--- config.mk ---
export PLATFORM = sky130hd
export DESIGN_NAME = mpu_guard
export DESIGN_NICKNAME = d
export VERILOG_FILES = /design/src/rtl/mpu_guard.sv
export SDC_FILE = /design/constraint.sdc
export NUM_CORES = 2
export LEC_CHECK = 0
export BUFFER_PORTS_ARGS = -buffer_cell sky130_fd_sc_hd__buf_2
export CORE_MARGIN = 3
export CORE_UTILIZATION = 30
export DETAILED_ROUTE_END_ITERATION = 8
export PLACE_DENSITY = 0.45
export SLEW_MARGIN = 0
export SYNTH_ARGS = -nofsm -noshare
export SYNTH_HDL_FRONTEND = slang
export SYNTH_SLANG_ARGS = --single-unit
--- constraint.sdc ---
create_clock -name clk -period 6.7 [get_ports clk]
set_input_delay 0.335 -clock clk [delete_from_list [all_inputs] [get_ports clk]]
set_output_delay 0.335 -clock clk [all_outputs]
set_load 0.01 [all_outputs]
--- src/rtl/mpu_guard.sv ---
module mpu_guard #(
  parameter int SEGS = 16,
  parameter int ALIGN_LOG2 = 12,
  parameter int BG_N = 2,
  parameter logic [BG_N*32-1:0] BG_START = {32'h8000_0000, 32'h0000_0000},
  parameter logic [BG_N*13-1:0] BG_ATTR = {13'h000F, 13'h1907}
) (
  input  logic        clk,
  input  logic        rst_n,
  input  logic        wr_entry_en,
  input  logic [31:0] wr_data,
  input  logic [31:0] wr_addr,
  input  logic        wr_mask_en,
  input  logic [31:0] wr_mask_data,
  input  logic [31:0] rd_sel,
  output logic [31:0] rd_word0,
  output logic [31:0] rd_word1,
  output logic [31:0] cfg_segs,
  input  logic [31:0] probe_addr,
  output logic [31:0] probe_result,
  output logic        probe_fault,
  input  logic        chk_valid,
  input  logic [31:0] chk_addr,
  input  logic [1:0]  chk_kind,
  input  logic [1:0]  chk_ring,
  output logic        res_valid,
  output logic        res_ok,
  output logic [3:0]  res_cause,
  output logic [31:0] res_paddr,
  output logic [1:0]  res_cache,
  output logic [31:0] res_page_size,
  output logic        flush
);
  localparam int IW = (SEGS > 1) ? $clog2(SEGS) : 1;
  localparam int BIW = (BG_N > 1) ? $clog2(BG_N) : 1;
  localparam logic [31:0] GRAN = 32'd1 << ALIGN_LOG2;
  localparam logic [31:0] ALIGN_MASK = ~(GRAN - 32'd1);

  logic [31:0] seg_start [SEGS];
  logic [12:0] seg_attr [SEGS];
  logic [SEGS-1:0] en_mask;

  function automatic logic [2:0] rights_xwr(input logic [3:0] r, input logic user);
    logic [2:0] p;
    p = 3'b000;
    if (!user) begin
      case (r)
        4'd4, 4'd12:               p = 3'b001;
        4'd5, 4'd13:               p = 3'b101;
        4'd6, 4'd9, 4'd10, 4'd14:  p = 3'b011;
        4'd7, 4'd11, 4'd15:        p = 3'b111;
        4'd8:                      p = 3'b010;
        default:                   p = 3'b000;
      endcase
    end else begin
      case (r)
        4'd8:          p = 3'b010;
        4'd9, 4'd15:   p = 3'b111;
        4'd10, 4'd12:  p = 3'b001;
        4'd11, 4'd13:  p = 3'b101;
        4'd14:         p = 3'b011;
        default:       p = 3'b000;
      endcase
    end
    return p;
  endfunction

  function automatic logic [1:0] cache_policy(input logic [8:0] t);
    logic hit;
    hit = ((t & 9'h18F) == 9'h089) || ((t & 9'h188) == 9'h080) ||
          ((t & 9'h180) == 9'h180);
    return hit ? (t[4] ? 2'd2 : 2'd1) : 2'd0;
  endfunction

  for (genvar p = 0; p < 2; p++) begin : g_lk
    logic [31:0] a;
    logic [SEGS-1:0] hits;
    logic [IW-1:0] first;
    logic [BIW-1:0] bsel;
    logic multi;
    logic use_fg;
    logic [12:0] attr;

    assign a = (p == 0) ? probe_addr : chk_addr;

    always_comb begin
      hits = '0;
      first = '0;
      for (int j = 0; j < SEGS; j++) begin
        hits[j] = (a >= seg_start[j]) &&
                  ((j == SEGS - 1) || (a < seg_start[(j + 1) % SEGS]));
      end
      for (int j = SEGS - 1; j >= 0; j--) begin
        if (hits[j]) first = IW'(j);
      end
    end

    always_comb begin
      bsel = '0;
      for (int j = BG_N - 1; j >= 0; j--) begin
        if ((a >= BG_START[j*32 +: 32]) &&
            ((j == BG_N - 1) || (a < BG_START[((j + 1) % BG_N)*32 +: 32])))
          bsel = BIW'(j);
      end
    end

    assign multi = |(hits & (hits - SEGS'(1)));
    assign use_fg = (hits != '0) && !multi && en_mask[first];
    assign attr = use_fg ? seg_attr[first] : BG_ATTR[bsel*13 +: 13];
  end

  always_comb begin
    if (g_lk[0].multi)
      probe_result = 32'd0;
    else if (g_lk[0].use_fg)
      probe_result = {1'b1, 10'd0, g_lk[0].attr, 3'd0, 5'(g_lk[0].first)};
    else
      probe_result = {1'b0, 1'b1, 9'd0, g_lk[0].attr, 8'd0};
  end
  assign probe_fault = g_lk[0].multi;

  logic rd_in;
  logic [IW-1:0] rd_idx;
  assign rd_in = rd_sel[4:0] < SEGS;
  assign rd_idx = rd_sel[IW-1:0];
  assign rd_word0 = rd_in ? (seg_start[rd_idx] | {31'd0, en_mask[rd_idx]}) : 32'd0;
  assign rd_word1 = rd_in ? {11'd0, seg_attr[rd_idx], 8'd0} : 32'd0;
  assign cfg_segs = 32'(SEGS);
  assign res_page_size = GRAN;

  logic is_fetch, is_store, granted;
  logic [2:0] perm;
  logic [3:0] cause;
  assign is_fetch = chk_kind[1];
  assign is_store = (chk_kind == 2'b01);
  assign perm = rights_xwr(g_lk[1].attr[3:0], chk_ring != 2'd0);
  assign granted = is_fetch ? perm[2] : (is_store ? perm[1] : perm[0]);

  always_comb begin
    if (g_lk[1].multi)
      cause = is_fetch ? 4'd2 : 4'd1;
    else if (!granted)
      cause = is_fetch ? 4'd5 : (is_store ? 4'd4 : 4'd3);
    else
      cause = 4'd0;
  end

  always_ff @(posedge clk) begin
    if (!rst_n) begin
      res_valid <= 1'b0;
      res_ok <= 1'b0;
      res_cause <= 4'd0;
      res_paddr <= 32'd0;
      res_cache <= 2'd0;
    end else begin
      res_valid <= chk_valid;
      if (chk_valid) begin
        res_ok <= (cause == 4'd0);
        res_cause <= cause;
        res_paddr <= (cause == 4'd0) ? chk_addr : 32'd0;
        res_cache <= (cause == 4'd0) ? cache_policy(g_lk[1].attr[12:4]) : 2'd0;
      end
    end
  end

  logic wr_in;
  logic [IW-1:0] wr_idx;
  assign wr_in = wr_data[4:0] < SEGS;
  assign wr_idx = wr_data[IW-1:0];

  always_ff @(posedge clk) begin
    if (!rst_n) begin
      for (int j = 0; j < SEGS; j++) begin
        seg_start[j] <= 32'd0;
        seg_attr[j] <= 13'd0;
      end
      en_mask <= '0;
      flush <= 1'b0;
    end else begin
      flush <= 1'b0;
      if (wr_mask_en) begin
        en_mask <= wr_mask_data[SEGS-1:0];
        if (wr_mask_data[SEGS-1:0] != en_mask) flush <= 1'b1;
      end
      if (wr_entry_en && wr_in) begin
        seg_start[wr_idx] <= wr_addr & ALIGN_MASK;
        seg_attr[wr_idx] <= wr_data[20:8];
        en_mask[wr_idx] <= wr_addr[0];
        flush <= 1'b1;
      end
    end
  end

  logic unused_bits;
  assign unused_bits = ^{wr_data, wr_mask_data, rd_sel};
endmodule

==> results.yml <==
cts:
  path_clk_slew_ns: 0.06
  cts_buffer_depth: 3
  cts.sinks: 584
  cts-htree-levels: 3
  cts_tree: "done"
  clk_latency_ns: 0.74
  root_buffer: "clkbuf_16"
  numCtsBuffers: 77
hold_path:
  hold_class: "in -> reg"
  hold_path_end: "res_cause[2]"
  hold_start: "chk_kind[0]"
  whs_path_depth: 3
cells_and_area:
  multi_input_area_um2: 28120
  drive_gt1_share_pct: 18.42
  fillCellCount: 15590
  final_cells: 7000
  nets: 5725
  area_delta_synth_final_pct: 16.66
  ff_latch_area_um2: 16980
logic_synthesis:
  synth.most_common_cell: "ha_1"
  synthCells: 4487
  yosys_most_used_dff: "edfxtp_1"
  synth_top_cells_by_count: "640 x ha_1, 528 x edfxtp_1, 514 x and2_1"
  ys_types: 100
  synth_edf_count: 528
  synthArstFlopShare_pct: 0
  ys_warn_count: 0
  yosysSeqAreaShare_pct: 35.96
  syn_area_per_cell_um2: 10.52
  ys_seq_elements: 584
  synthDominantCellAreaShare_pct: 33.58
  synthTopCellsByArea: "edfxtp_1 34%, ha_1 17%, mux4_2 8.5%"
  synth_area_um2: 47210
  synth_area_leader_cell: "edfxtp_1"
flow_run:
  drv_cap: 0
detailed_routing:
  first_pass_iters: 5
  viasPerCell: 5.560
  ant_nets: 0
  routed_wl_mm: 215.8
  wl_per_cell_um: 30.82
  vias: 38920
  drt_iter0_drc: 4176
  drc_errors: 0
worst_setup_path:
  required_ns: 6.36
  crit_slowest_cell: "a211oi_1"
  startpoint_type: "register"
  crit_type: "reg -> out"
  cp_cell_sequence: "inv_1 -> ha_1 -> a21o_1 -> a21o_1 -> a211oi_1 -> o21ai_0 -> a221oi_1 -> buf_4 -> nand3_1 -> a21bo_2 -> o2111a_1 -> o21ai_1 -> buf_4 -> nor2b_2 -> o21ai_0 -> a41oi_1 -> nand2_1 -> nand2b_1 -> inv_2 -> or3_1 -> o21ai_0 -> buf_2"
  critPathMaxStageDelay_ns: 0.44
  cpMostUsedCell: "o21ai_0"
  arrival_ns: 6.07
  r2r_cells: 23
  r2r-start: "seg_start[6][15]"
  r2r_slack_ns: 0.36
  worst-path-max-fanout: 7
  critPathCaptureType: "output pin"
  r2r_end: "res_cause[0]"
timing:
  post-route-period-util_pct: 95.56
  relSlewSlack_pct: 19.87
  finalSetupViolCount: 0
  fin_setup_tns_ns: 0
  finalHoldViolations: 0
  layout_setup_ws_ns: 0.2977
  timing.fmax_mhz: 156.2
  fin_crit_ns: 6.402
  whs_ns: 0.03890
  worst_pin_slew_ns: 1.189
  fin_worst_skew_ns: 0.04550
  slew_viol_final: 0
  rsz0062_at_grt: "false"
floorplan:
  initial_core_util_pct: 30.43
  core_area_um2: 155100
  die_h_um: 402.7
  ioPinCount: 403
  die_area_um2: 162200
  fp-row-count: 144
  die_w_um: 402.7
power:
  power.density_nw_per_um2: 226.1
  leakagePower_uw: 0.02360
  p_sw_share_pct: 35.09
  combinationalPowerShare_pct: 30.8
  power_uw: 12450
  power_frac_seq_pct: 34.8
  vdd_ir_drop_max_mv: 0.1828
  p_sw_uw: 4370
  p_int_uw: 8082
  p_clk_share_pct: 34.5
place:
  numPortBuffers: 226
  dpl.hpwl_mm: 160.1
  post-place-cells: 6807
  pre_cts_slack_ns: 0.4314
  place_congestion: 0.9947
outcome:
  outcome: "complete, no violations"
grt:
  grt_pass1_vias: 38290
  grt_max_degree: 66
  antenna_found_initial: 26
  track_usage_pct: 26.02
  grt_first_pass_wirelength_mm: 299.4
  overflow: 0
## cells in the final DEF (no fill, tap or decap), drive strengths merged, types with 11 or more instances in the layout
master and instances:
o21ai 162, o211ai 34, nor2 185, mux4 179, and2 516, nand2 206
nor4 37, a211o 11, a21boi 16, clkbuf 100, and3 54, dlygate4sd3 40
xor2 16, a31oi 20, conb 108, nor2b 80, a21o 110, a21oi 223
clkinv 32, a2111oi 13, nand4 122, edfxtp 528, ha 640, a221oi 11
nand3 88, a32o 33, mux2 48, inv 347, and4 15, nand2b 21
o21a 61, a211oi 68, dfxtp 56, buf 474, nor3 53, mux2i 76
## area by class of cell
cell class              instances  share of cell area, %
multi-input cells            3362                  51.06
flip-flops and latches        584                  30.82
clock inverters                44                 0.9428
diodes                          9                0.04089
repair buffers                516                  6.468
inverters                     343                  2.338
well taps                    2044                  4.643
clock buffers                  98                  3.680
## registers in the layout (all words and copies together) (netlist names)
name       flops
seg_start    320
seg_attr     208
res_paddr     32
en_mask       16
res_cause      3
res_cache      2
flush          1
res_ok         1
res_valid      1
## repair_timing
action / CTS / global route
resized for setup: 4 / 10
pin swaps: 0 / 2
setup buffers: 0 / 1
hold buffers: 40 / 0
cloned: 0 / 1
hold endpoints to repair: 30 / 0
setup endpoints to repair: 12 / 18
## routing by layer
layer	up-vias	track usage (%)	routed length (um)	part of all wire, %
met5	-	0	29	0.013
met4	4	8.551	7182	3.3
met3	255	4.692	16630	7.7
met2	1603	41.07	96500	45
met1	19650	35.97	95420	44
li1	17400	-	-	-
## per-stage QoR
stage	utilization, %	area [um^2]
CTS	35.44	54980
detailed placement	33.53	52020
global route	35.49	55060
global placement	33.53	52020
finish	35.50	55080
floorplan	-	47610
## worst max-delay path: cells and delay by family, from the launching register on
| family | cells | cell delay [ns] |
|---|---|---|
| flip-flops | 1 | 0.40 |
| AO/OA/AOI/OAI | 11 | 2.89 |
| buffers and inverters | 5 | 0.73 |
| adder cells (fa/ha/maj) | 1 | 0.25 |
| AND/OR/NAND/NOR | 5 | 1.08 |
## kinds of logic (layout without fill, tap and decap cells)
family,count (synthesis),count (layout),synth area share [%]
AND/OR/NAND/NOR,1423,1423,16.76
flip-flops,584,584,35.96
XOR/XNOR,16,16,0.2968
adder cells (fa/ha/maj),641,641,16.98
AO/OA/AOI/OAI,871,871,12.55
multiplexers,303,303,11.30
buffers and inverters,647,1001,6.135
other,2,117,0.01591
## power groups by stage
stage / Clock (uW) / Sequential (uW) / Combinational [uW]
2_1_floorplan: 0 / 4330 / 2180
3_3_place_gp: 0 / 4390 / 3700
3_5_place_dp: 0 / 4400 / 3720
4_1_cts: 4380 / 4320 / 3760
5_1_grt: 4530 / 4340 / 4120
6_report: 4290 / 4330 / 3830
## how the worst max path moves through the flow
stage                                start               end  slack, ns  cells past startpoint
after floorplan             probe_addr[12]  probe_result[16]       1.69                     21
after global placement        chk_addr[27]      res_cache[0]       0.46                     21
after detailed placement      chk_addr[27]      res_cache[0]       0.43                     21
after CTS                 seg_start[8][19]  probe_result[16]       0.03                     24
after global routing      seg_start[8][13]   probe_result[9]       0.01                     23
final                     seg_start[12][9]  probe_result[16]       0.30                     22
(Power assumes the default switching activity.)
